`src/rtl/mshr_pkg.sv`:
```
package mshr_pkg;
    typedef enum logic [1:0] {
        SLOT_FREE = 2'd0,
        SLOT_PEND = 2'd1,
        SLOT_BUSY = 2'd2
    } slot_st_e;
endpackage

```
`src/rtl/mshr_lowest.sv`:
```
// Finds the lowest set bit of a vector.
module mshr_lowest #(
    parameter int N    = 4,
    parameter int IW   = 2
) (
    input  logic [N-1:0]  vec,
    output logic          found,
    output logic [IW-1:0] idx
);
    always_comb begin
        found = |vec;
        idx   = '0;
        for (int i = N - 1; i >= 0; i--) begin
            if (vec[i]) idx = IW'(i);
        end
    end
endmodule

```
`src/rtl/mshr_match.sv`:
```
// Parallel compare of a query block address and id against every slot.
module mshr_match #(
    parameter int N      = 4,
    parameter int IW     = 2,
    parameter int TAG_W  = 32,
    parameter int ASID_W = 8
) (
    input  logic [N-1:0]             cand,
    input  logic [N-1:0][TAG_W-1:0]  tags,
    input  logic [N-1:0][ASID_W-1:0] ids,
    input  logic [TAG_W-1:0]         q_tag,
    input  logic [ASID_W-1:0]        q_id,
    output logic                     hit,
    output logic [IW-1:0]            hit_idx
);
    logic [N-1:0] hit_vec;

    for (genvar i = 0; i < N; i++) begin : g_cmp
        assign hit_vec[i] = cand[i] && (tags[i] == q_tag) && (ids[i] == q_id);
    end

    mshr_lowest #(.N(N), .IW(IW)) u_enc (
        .vec   (hit_vec),
        .found (hit),
        .idx   (hit_idx)
    );
endmodule

```
`src/rtl/mshr_oldest.sv`:
```
// Selects the pending slot with the smallest age stamp.
module mshr_oldest #(
    parameter int N     = 4,
    parameter int IW    = 2,
    parameter int ORD_W = 8
) (
    input  logic [N-1:0]            pend,
    input  logic [N-1:0][ORD_W-1:0] stamps,
    output logic                    found,
    output logic [IW-1:0]           idx
);
    logic [ORD_W-1:0] best;

    always_comb begin
        found = 1'b0;
        idx   = '0;
        best  = '0;
        for (int i = 0; i < N; i++) begin
            if (pend[i] && (!found || stamps[i] < best)) begin
                found = 1'b1;
                idx   = IW'(i);
                best  = stamps[i];
            end
        end
    end
endmodule

```
`src/rtl/mshr_file.sv`:
```
module mshr_file #(
    parameter int NUM_ENTRIES = 4,
    parameter int NUM_TARGETS = 4,
    parameter int ADDR_W      = 32,
    parameter int BLK_BYTES   = 64,
    parameter int ASID_W      = 8,
    parameter int THR_W       = 2,
    parameter int ORD_W       = 8,
    localparam int IDX_W      = $clog2(NUM_ENTRIES),
    localparam int TGT_W      = $clog2(NUM_TARGETS + 1)
) (
    input  logic              clk,
    input  logic              rst_n,
    input  logic              req_valid,
    input  logic [ADDR_W-1:0] req_addr,
    input  logic [ASID_W-1:0] req_asid,
    input  logic [THR_W-1:0]  req_thread,
    input  logic              req_uncache,
    input  logic              req_noalloc,
    input  logic              req_hwpf,
    input  logic              svc_valid,
    input  logic              rsp_valid,
    input  logic [IDX_W-1:0]  rsp_idx,
    input  logic [TGT_W-1:0]  rsp_served,
    input  logic              squash_valid,
    input  logic [THR_W-1:0]  squash_thread,
    output logic              iss_valid,
    output logic [IDX_W-1:0]  iss_idx,
    output logic [ADDR_W-1:0] iss_addr,
    output logic [THR_W-1:0]  iss_thread,
    output logic              iss_noalloc,
    output logic [TGT_W-1:0]  iss_ntgt,
    output logic              bus_req,
    output logic              blocked_nomshr,
    output logic              blocked_notgt
);
    import mshr_pkg::*;

    localparam logic [ADDR_W-1:0] OFF_MASK = ADDR_W'(BLK_BYTES - 1);
    localparam logic [TGT_W-1:0]  TGT_MAX  = TGT_W'(NUM_TARGETS);

    logic [NUM_ENTRIES-1:0][ADDR_W-1:0] tag_all;
    logic [NUM_ENTRIES-1:0][ASID_W-1:0] asid_all;
    logic [NUM_ENTRIES-1:0][THR_W-1:0]  thr_all;
    logic [NUM_ENTRIES-1:0][ORD_W-1:0]  ord_all;
    logic [NUM_ENTRIES-1:0][TGT_W-1:0]  ntgt_all;
    logic [NUM_ENTRIES-1:0]             noal_all, free_v, pend_v, cand_v, sq_v, pend_nx;

    logic [ADDR_W-1:0] blk_addr;
    logic              hit, has_free, has_old;
    logic [IDX_W-1:0]  hit_idx, free_idx, old_idx, notgt_idx;
    logic [ORD_W-1:0]  ord_ctr;
    logic              ev_sq, ev_rsp, ev_svc, ev_req;
    logic              do_merge, do_alloc, rsp_retire, rsp_part, last_free, urgent;

    assign blk_addr = req_addr & ~OFF_MASK;

    mshr_match #(.N(NUM_ENTRIES), .IW(IDX_W), .TAG_W(ADDR_W), .ASID_W(ASID_W)) u_match (
        .cand    (cand_v),
        .tags    (tag_all),
        .ids     (asid_all),
        .q_tag   (blk_addr),
        .q_id    (req_asid),
        .hit     (hit),
        .hit_idx (hit_idx)
    );

    mshr_lowest #(.N(NUM_ENTRIES), .IW(IDX_W)) u_free (
        .vec   (free_v),
        .found (has_free),
        .idx   (free_idx)
    );

    mshr_oldest #(.N(NUM_ENTRIES), .IW(IDX_W), .ORD_W(ORD_W)) u_age (
        .pend   (pend_v),
        .stamps (ord_all),
        .found  (has_old),
        .idx    (old_idx)
    );

    // one event per cycle: squash > response > issue > request
    always_comb begin
        ev_sq      = squash_valid;
        ev_rsp     = !ev_sq && rsp_valid && (ntgt_all[rsp_idx] != '0) && !pend_v[rsp_idx] && !free_v[rsp_idx];
        ev_svc     = !ev_sq && !rsp_valid && svc_valid && has_old;
        ev_req     = !ev_sq && !rsp_valid && !svc_valid && req_valid;
        do_merge   = ev_req && !req_uncache && hit && (ntgt_all[hit_idx] < TGT_MAX);
        do_alloc   = ev_req && (req_uncache || !hit) && has_free;
        rsp_retire = ev_rsp && (rsp_served >= ntgt_all[rsp_idx]);
        rsp_part   = ev_rsp && !rsp_retire;
        last_free  = has_free && ((free_v & (free_v - 1'b1)) == '0);
        urgent     = blocked_notgt && pend_v[notgt_idx];
    end

    assign iss_valid   = has_old;
    assign iss_idx     = urgent ? notgt_idx : old_idx;
    assign iss_addr    = tag_all[iss_idx];
    assign iss_thread  = thr_all[iss_idx];
    assign iss_noalloc = noal_all[iss_idx];
    assign iss_ntgt    = ntgt_all[iss_idx];

    for (genvar i = 0; i < NUM_ENTRIES; i++) begin : g_slot
        slot_st_e          st_q, st_d;
        logic [ADDR_W-1:0] tag_q;
        logic [ASID_W-1:0] asid_q;
        logic [THR_W-1:0]  thr_q;
        logic [ORD_W-1:0]  ord_q;
        logic [TGT_W-1:0]  ntgt_q;
        logic              noal_q, uc_q;
        logic              alloc_me, merge_me, part_me;

        assign alloc_me = do_alloc && (free_idx == IDX_W'(i));
        assign merge_me = do_merge && (hit_idx == IDX_W'(i));
        assign part_me  = rsp_part && (rsp_idx == IDX_W'(i));

        always_comb begin
            st_d = st_q;
            unique case (st_q)
                SLOT_FREE: if (alloc_me) st_d = SLOT_PEND;
                SLOT_PEND: begin
                    if (ev_sq && sq_v[i])                        st_d = SLOT_FREE;
                    else if (ev_svc && iss_idx == IDX_W'(i))     st_d = SLOT_BUSY;
                end
                SLOT_BUSY: if (ev_rsp && rsp_idx == IDX_W'(i))
                               st_d = rsp_retire ? SLOT_FREE : SLOT_PEND;
                default:   st_d = SLOT_FREE;
            endcase
        end

        always_ff @(posedge clk) begin
            if (!rst_n) st_q <= SLOT_FREE;
            else        st_q <= st_d;
        end

        always_ff @(posedge clk) begin
            if (!rst_n) begin
                tag_q  <= '0;
                asid_q <= '0;
                thr_q  <= '0;
                ord_q  <= '0;
                ntgt_q <= '0;
                noal_q <= 1'b0;
                uc_q   <= 1'b0;
            end else if (alloc_me) begin
                tag_q  <= blk_addr;
                asid_q <= req_asid;
                thr_q  <= req_thread;
                ord_q  <= ord_ctr;
                ntgt_q <= TGT_W'(1);
                noal_q <= req_noalloc;
                uc_q   <= req_uncache;
            end else if (merge_me) begin
                ntgt_q <= ntgt_q + 1'b1;
                if (thr_q != req_thread) thr_q <= '1;
                if (!req_noalloc)        noal_q <= 1'b0;
            end else if (part_me) begin
                ord_q  <= ord_ctr;
                ntgt_q <= ntgt_q - rsp_served;
            end else if (st_d == SLOT_FREE) begin
                ntgt_q <= '0;
            end
        end

        assign free_v[i]   = (st_q == SLOT_FREE);
        assign pend_v[i]   = (st_q == SLOT_PEND);
        assign cand_v[i]   = (st_q != SLOT_FREE) && !uc_q;
        assign sq_v[i]     = (st_q == SLOT_PEND) && (thr_q == squash_thread);
        assign pend_nx[i]  = (st_d == SLOT_PEND);
        assign tag_all[i]  = tag_q;
        assign asid_all[i] = asid_q;
        assign thr_all[i]  = thr_q;
        assign ord_all[i]  = ord_q;
        assign ntgt_all[i] = ntgt_q;
        assign noal_all[i] = noal_q;
    end

    always_ff @(posedge clk) begin
        if (!rst_n) begin
            ord_ctr        <= '0;
            bus_req        <= 1'b0;
            blocked_nomshr <= 1'b0;
            blocked_notgt  <= 1'b0;
            notgt_idx      <= '0;
        end else begin
            if (do_alloc || rsp_part) ord_ctr <= ord_ctr + 1'b1;

            if ((do_alloc && !req_hwpf) || rsp_part) bus_req <= 1'b1;
            else if (!(|pend_nx))                    bus_req <= 1'b0;

            if (do_alloc && last_free)                   blocked_nomshr <= 1'b1;
            else if (rsp_retire || (ev_sq && (|sq_v)))   blocked_nomshr <= 1'b0;

            if (do_merge && ntgt_all[hit_idx] == TGT_MAX - 1'b1) begin
                blocked_notgt <= 1'b1;
                notgt_idx     <= hit_idx;
            end else if ((ev_rsp && rsp_idx == notgt_idx) ||
                         (ev_sq && thr_all[notgt_idx] == squash_thread)) begin
                blocked_notgt <= 1'b0;
            end
        end
    end
endmodule

```
`config.mk`:
```
export PLATFORM = sky130hd
export DESIGN_NAME = mshr_file
export DESIGN_NICKNAME = d
export VERILOG_FILES = /design/src/rtl/mshr_pkg.sv /design/src/rtl/mshr_lowest.sv /design/src/rtl/mshr_match.sv /design/src/rtl/mshr_oldest.sv /design/src/rtl/mshr_file.sv
export SDC_FILE = /design/constraint.sdc
export NUM_CORES = 1
export LEC_CHECK = 0
export ABC_AREA = 1
export BUFFER_PORTS_ARGS = -buffer_cell sky130_fd_sc_hd__clkbuf_2
export CORE_ASPECT_RATIO = 1.2
export CORE_MARGIN = 2
export CORE_UTILIZATION = 30
export DETAILED_ROUTE_END_ITERATION = 10
export PLACE_DENSITY = 0.57
export RECOVER_POWER = 50
export SYNTH_ARGS = -nofsm -noshare
export SYNTH_HDL_FRONTEND = slang
export SYNTH_SLANG_ARGS = --single-unit
```
`constraint.sdc`:
```
create_clock -name clk -period 5.25 [get_ports clk]
set_clock_uncertainty 0.15 [all_clocks]
set_input_delay 0.2625 -clock clk [delete_from_list [all_inputs] [get_ports clk]]
set_output_delay 0.2625 -clock clk [all_outputs]
set_load 0.05 [all_outputs]
```
==> qor_table.md <==
| Metric | This run |
|---|---|
| Hold Fails Final Rpt | 0 |
| Floorplan die area | 46000 µm² |
| Number of storage elements in the synthesis netlist | 217 |
| Critical path's slowest cell | sky130_fd_sc_hd__dfxtp_2 |
| Hold Crit Endpoint | g_slot[2].asid_q[1] |
| Dominant cell type by area after synthesis | sky130_fd_sc_hd__dfxtp_1 |
| Leakage power | 6.90 nW |
| Max IR drop VDD | 0.196 mV |
| Share of synthesized flip-flops with an asynchronous set or reset | 0% |
| Largest stage delay, worst path | 0.33 ns |
| Number of warning messages in the yosys log | 0 |
| Max Fanout on Critical Path | 8 |
| Arr. time, crit path | 5.28 ns |
| Worst flop-to-flop path startpoint | g_slot[0].st_q[0] |
| Source-to-sink clock delay at the later pin of the worst-skew pair | 0.60 ns |
| Max-slew violation count | 0 |
| Die Ht | 234 µm |
| Total detailed-routing wirelength | 53800 µm |
| Post-detail-place hpwl | 39900 µm |
| Antenna Violating Nets Remaining | 0 |
| Io pins | 102 |
| Most frequent standard cell in the layout excluding fill and tap cells | sky130_fd_sc_hd__inv_1 |
| Count of final setup violators | 33 |
| Violations in the final reports | setup timing |
| Vias per Instance | 5.36 |
| Max_cap viols | 0 |
| Count of routing violations after the opening detailed-route iteration | 1025 |
| Clock buffers created by TritonCTS | 26 |
| Global routing usage summed across all routing layers | 23.0% |
| Result of the run | finished with violations |
| Seq/Total Area, Yosys | 32.7% |
| Global-route congestion overflow total | 0 |
| Part of the cycle the worst path needs | 108% |
| Critical path endpoint category | output pin |
| Worst hold stages | 3 |
| Placement-stage worst setup slack | -0.171 ns |
| Wire length of the first global-routing pass | 81400 µm |
| Count of vias placed by the detailed router | 13900 |
| Power per cell area | 237 nW/µm² |
| Path class of the lowest-slack min-delay path | in -> reg |
| Leading cell types in the layout, fill and taps excluded | 241 x sky130_fd_sc_hd__inv_1, 223 x sky130_fd_sc_hd__nand2_1, 216 x sky130_fd_sc_hd__dfxtp_1 |
| Synth Cell Area | 13300 µm² |
| Power after layout | 4.14 mW |
| Number of standard-cell rows in the floorplan | 84 |
| Filler cell count in the final layout | 4507 |
| Endpoint required time on the critical path | 4.84 ns |
| Critical Path Start | g_slot[0].st_q[0] |
| Total number of H-tree levels | 1 |
| Top area cells in the synthesized netlist | sky130_fd_sc_hd__dfxtp_1 33%, sky130_fd_sc_hd__o21ai_0 8.1%, sky130_fd_sc_hd__a21oi_1 6.9% |
| Number of global-route vias before repair | 13500 |
| Post-Synthesis Cells | 1885 |
| Count of flip-flops with a built-in enable after synthesis | 0 |
| Count of cell types in the netlist | 56 |
| Proportion of layout cells with a drive suffix above 1 | 17.4% |
| TritonCTS clock tree | built |
| GPL Wtd Cong | 0.986 |
| Area of the core region | 43700 µm² |
| Pin count of the biggest net entering global routing | 77 |
| Commonest register cell after synthesis | sky130_fd_sc_hd__dfxtp_1 |
| Highest Clock Rate | 176 MHz |
| Capturing point of the worst reg2reg path | bus_req |
| Count of input and output buffers | 89 |
| Width of the chip | 196 µm |
| Final Worst Setup Slack | -0.443 ns |
| Transition time of the tightest slew-check pin | 1.47 ns |
| Maximum number of buffers from clock root to sink | 3 |
| Antenna Cells | 0 |
| Final critical path time including I/O delays and setup | 5.69 ns |
| Initial cell density of the core | 30.4% |
| Average wire per cell in the routed design | 20.8 µm |
| DRC violations left | 0 |
| CTS clock-pin slew for the worst setup and hold paths | 0.06 ns |
| Minimum setup slack among reg-to-reg paths | 0.24 ns |
| Clock Sinks | 217 |
| Worst Reg2Reg Path Length in Cells | 38 |
| Nature of the critical path startpoint | flip-flop |
| Average footprint of a synthesized cell | 7.04 µm² |
| Tightest slew margin relative to the limit | 2.23% |
| Length of the first detailed-routing pass in iterations | 7 |
| Launch instance of the worst min-delay path | req_asid[1] |
| CP most frequent cell | sky130_fd_sc_hd__nand2_4 |
| Setup repair after global routing missed its margin | yes |
| Initial antenna violation count | 1 |
| Area added between synthesis and finish | 31.6% |
| Net count of the finished layout | 2111 |
| Root Buffer | sky130_fd_sc_hd__clkbuf_16 |
| Yosys top cell area share | 32.7% |
| Worst Setup Path Type | reg -> out |
[worst max-delay path by stage]
| stage | to | slack (ns) | cells past startpoint |
|---|---|---|---|
| 2_1_floorplan | iss_ntgt[1] | -0.11 | 34 |
| 3_3_place_gp | iss_addr[31] | -0.11 | 35 |
| 3_5_place_dp | iss_addr[30] | -0.17 | 34 |
| 4_1_cts | iss_addr[6] | -0.44 | 39 |
| 5_1_grt | iss_addr[6] | -0.71 | 38 |
| 6_report | iss_noalloc | -0.44 | 37 |
[critical path, delay by kind of cell (launching register included)]
| kind | cells | cell delay (ns) |
|---|---|---|
| adders and majority gates | 3 | 0.78 |
| AOI/OAI and AO/OA | 9 | 1.18 |
| buffers and inverters | 7 | 0.83 |
| and+or+nand+nor | 18 | 1.60 |
| DFF | 1 | 0.33 |
[metal layers]
metal | vias to the layer above | track usage, % | share of wire [%]
li1 | 6679 | - | -
met1 | 6617 | 28.8 | 42
met2 | 495 | 41.6 | 49
met3 | 106 | 3.21 | 6.2
met4 | 2 | 6.16 | 2.7
met5 | - | 0 | 0.020
[Yosys cell counts, types with 4 or more instances]
cell type,count
sky130_fd_sc_hd__inv_1,244
sky130_fd_sc_hd__nand2_1,244
sky130_fd_sc_hd__dfxtp_1,217
sky130_fd_sc_hd__o21ai_0,214
sky130_fd_sc_hd__a21oi_1,184
sky130_fd_sc_hd__nor2_1,160
sky130_fd_sc_hd__nand3_1,75
sky130_fd_sc_hd__clkbuf_1,68
sky130_fd_sc_hd__nand4_1,58
sky130_fd_sc_hd__xnor2_1,55
sky130_fd_sc_hd__xor2_1,49
sky130_fd_sc_hd__o221ai_1,39
sky130_fd_sc_hd__nor4_1,34
sky130_fd_sc_hd__ha_1,33
sky130_fd_sc_hd__buf_2,22
sky130_fd_sc_hd__a22oi_2,20
sky130_fd_sc_hd__nor3_1,20
sky130_fd_sc_hd__or2_2,17
sky130_fd_sc_hd__a22oi_1,12
sky130_fd_sc_hd__o22ai_1,11
sky130_fd_sc_hd__a31oi_1,10
sky130_fd_sc_hd__nand2_2,9
sky130_fd_sc_hd__nand3b_1,9
sky130_fd_sc_hd__buf_4,8
sky130_fd_sc_hd__o211ai_1,8
sky130_fd_sc_hd__a221oi_1,7
sky130_fd_sc_hd__buf_6,6
sky130_fd_sc_hd__fa_1,4
[cells by family after synthesis]
| group | Yosys count | share of synthesized area (%) |
|---|---|---|
| compound gates | 528 | 23.8 |
| xor+xnor | 104 | 6.86 |
| fa+ha+maj | 37 | 3.71 |
| buf+inv | 356 | 10.8 |
| flops | 217 | 32.7 |
| other cells | 1 | 0.0282 |
| simple gates | 642 | 22.0 |
[cell type report]
class	count	area, µm²	share of cell area (%)
multi-input cells	1319	8460	48.4
clock inverters	7	124	0.709
repair buffers	204	2120	12.1
flip-flops and latches	217	4350	24.9
well taps	559	699	4.00
inverters	248	931	5.33
clock buffers	40	793	4.54
[state kept, by name (all words and copies together) (netlist names)]
| register | count |
|---|---|
| g_slot.tag_q | 104 |
| g_slot.asid_q | 32 |
| g_slot.ord_q | 32 |
| g_slot.ntgt_q | 12 |
| g_slot.st_q | 8 |
| g_slot.thr_q | 8 |
| ord_ctr | 8 |
| g_slot.noal_q | 4 |
| g_slot.uc_q | 4 |
| notgt_idx | 2 |
| blocked_nomshr | 1 |
| blocked_notgt | 1 |
| bus_req | 1 |
[stage by stage]
step	setup TNS, ns	area, µm²	std cells	util (%)	hold slack (ns)
floorplan	-2.23	14000	1890	-	0.292
global placement	-2.49	15600	2493	35.7	0.301
detailed placement	-4.49	15600	2493	35.7	0.315
CTS	-12.88	17300	2590	39.5	0.00589
global route	-22.26	17500	2594	39.9	0.0482
finish	-13.19	17500	2594	39.9	0.0235
[repair_timing]
item,in CTS,in global routing
pin swaps,24,27
hold buffers,36,0
hold endpoints to repair,118,0
resized for setup,48,39
gates cloned,6,1
endpoints found under the setup margin,35,47
setup buffers,8,4
[power breakdown]
group          switching (mW)  internal (mW)  leakage (nW)  total [mW]
clock                   0.780           1.18         0.448        1.96
combinational           0.325          0.172          4.70       0.497
sequential             0.0123           1.66          1.75        1.67
Note: power is estimated with default switching activity, not from simulation.
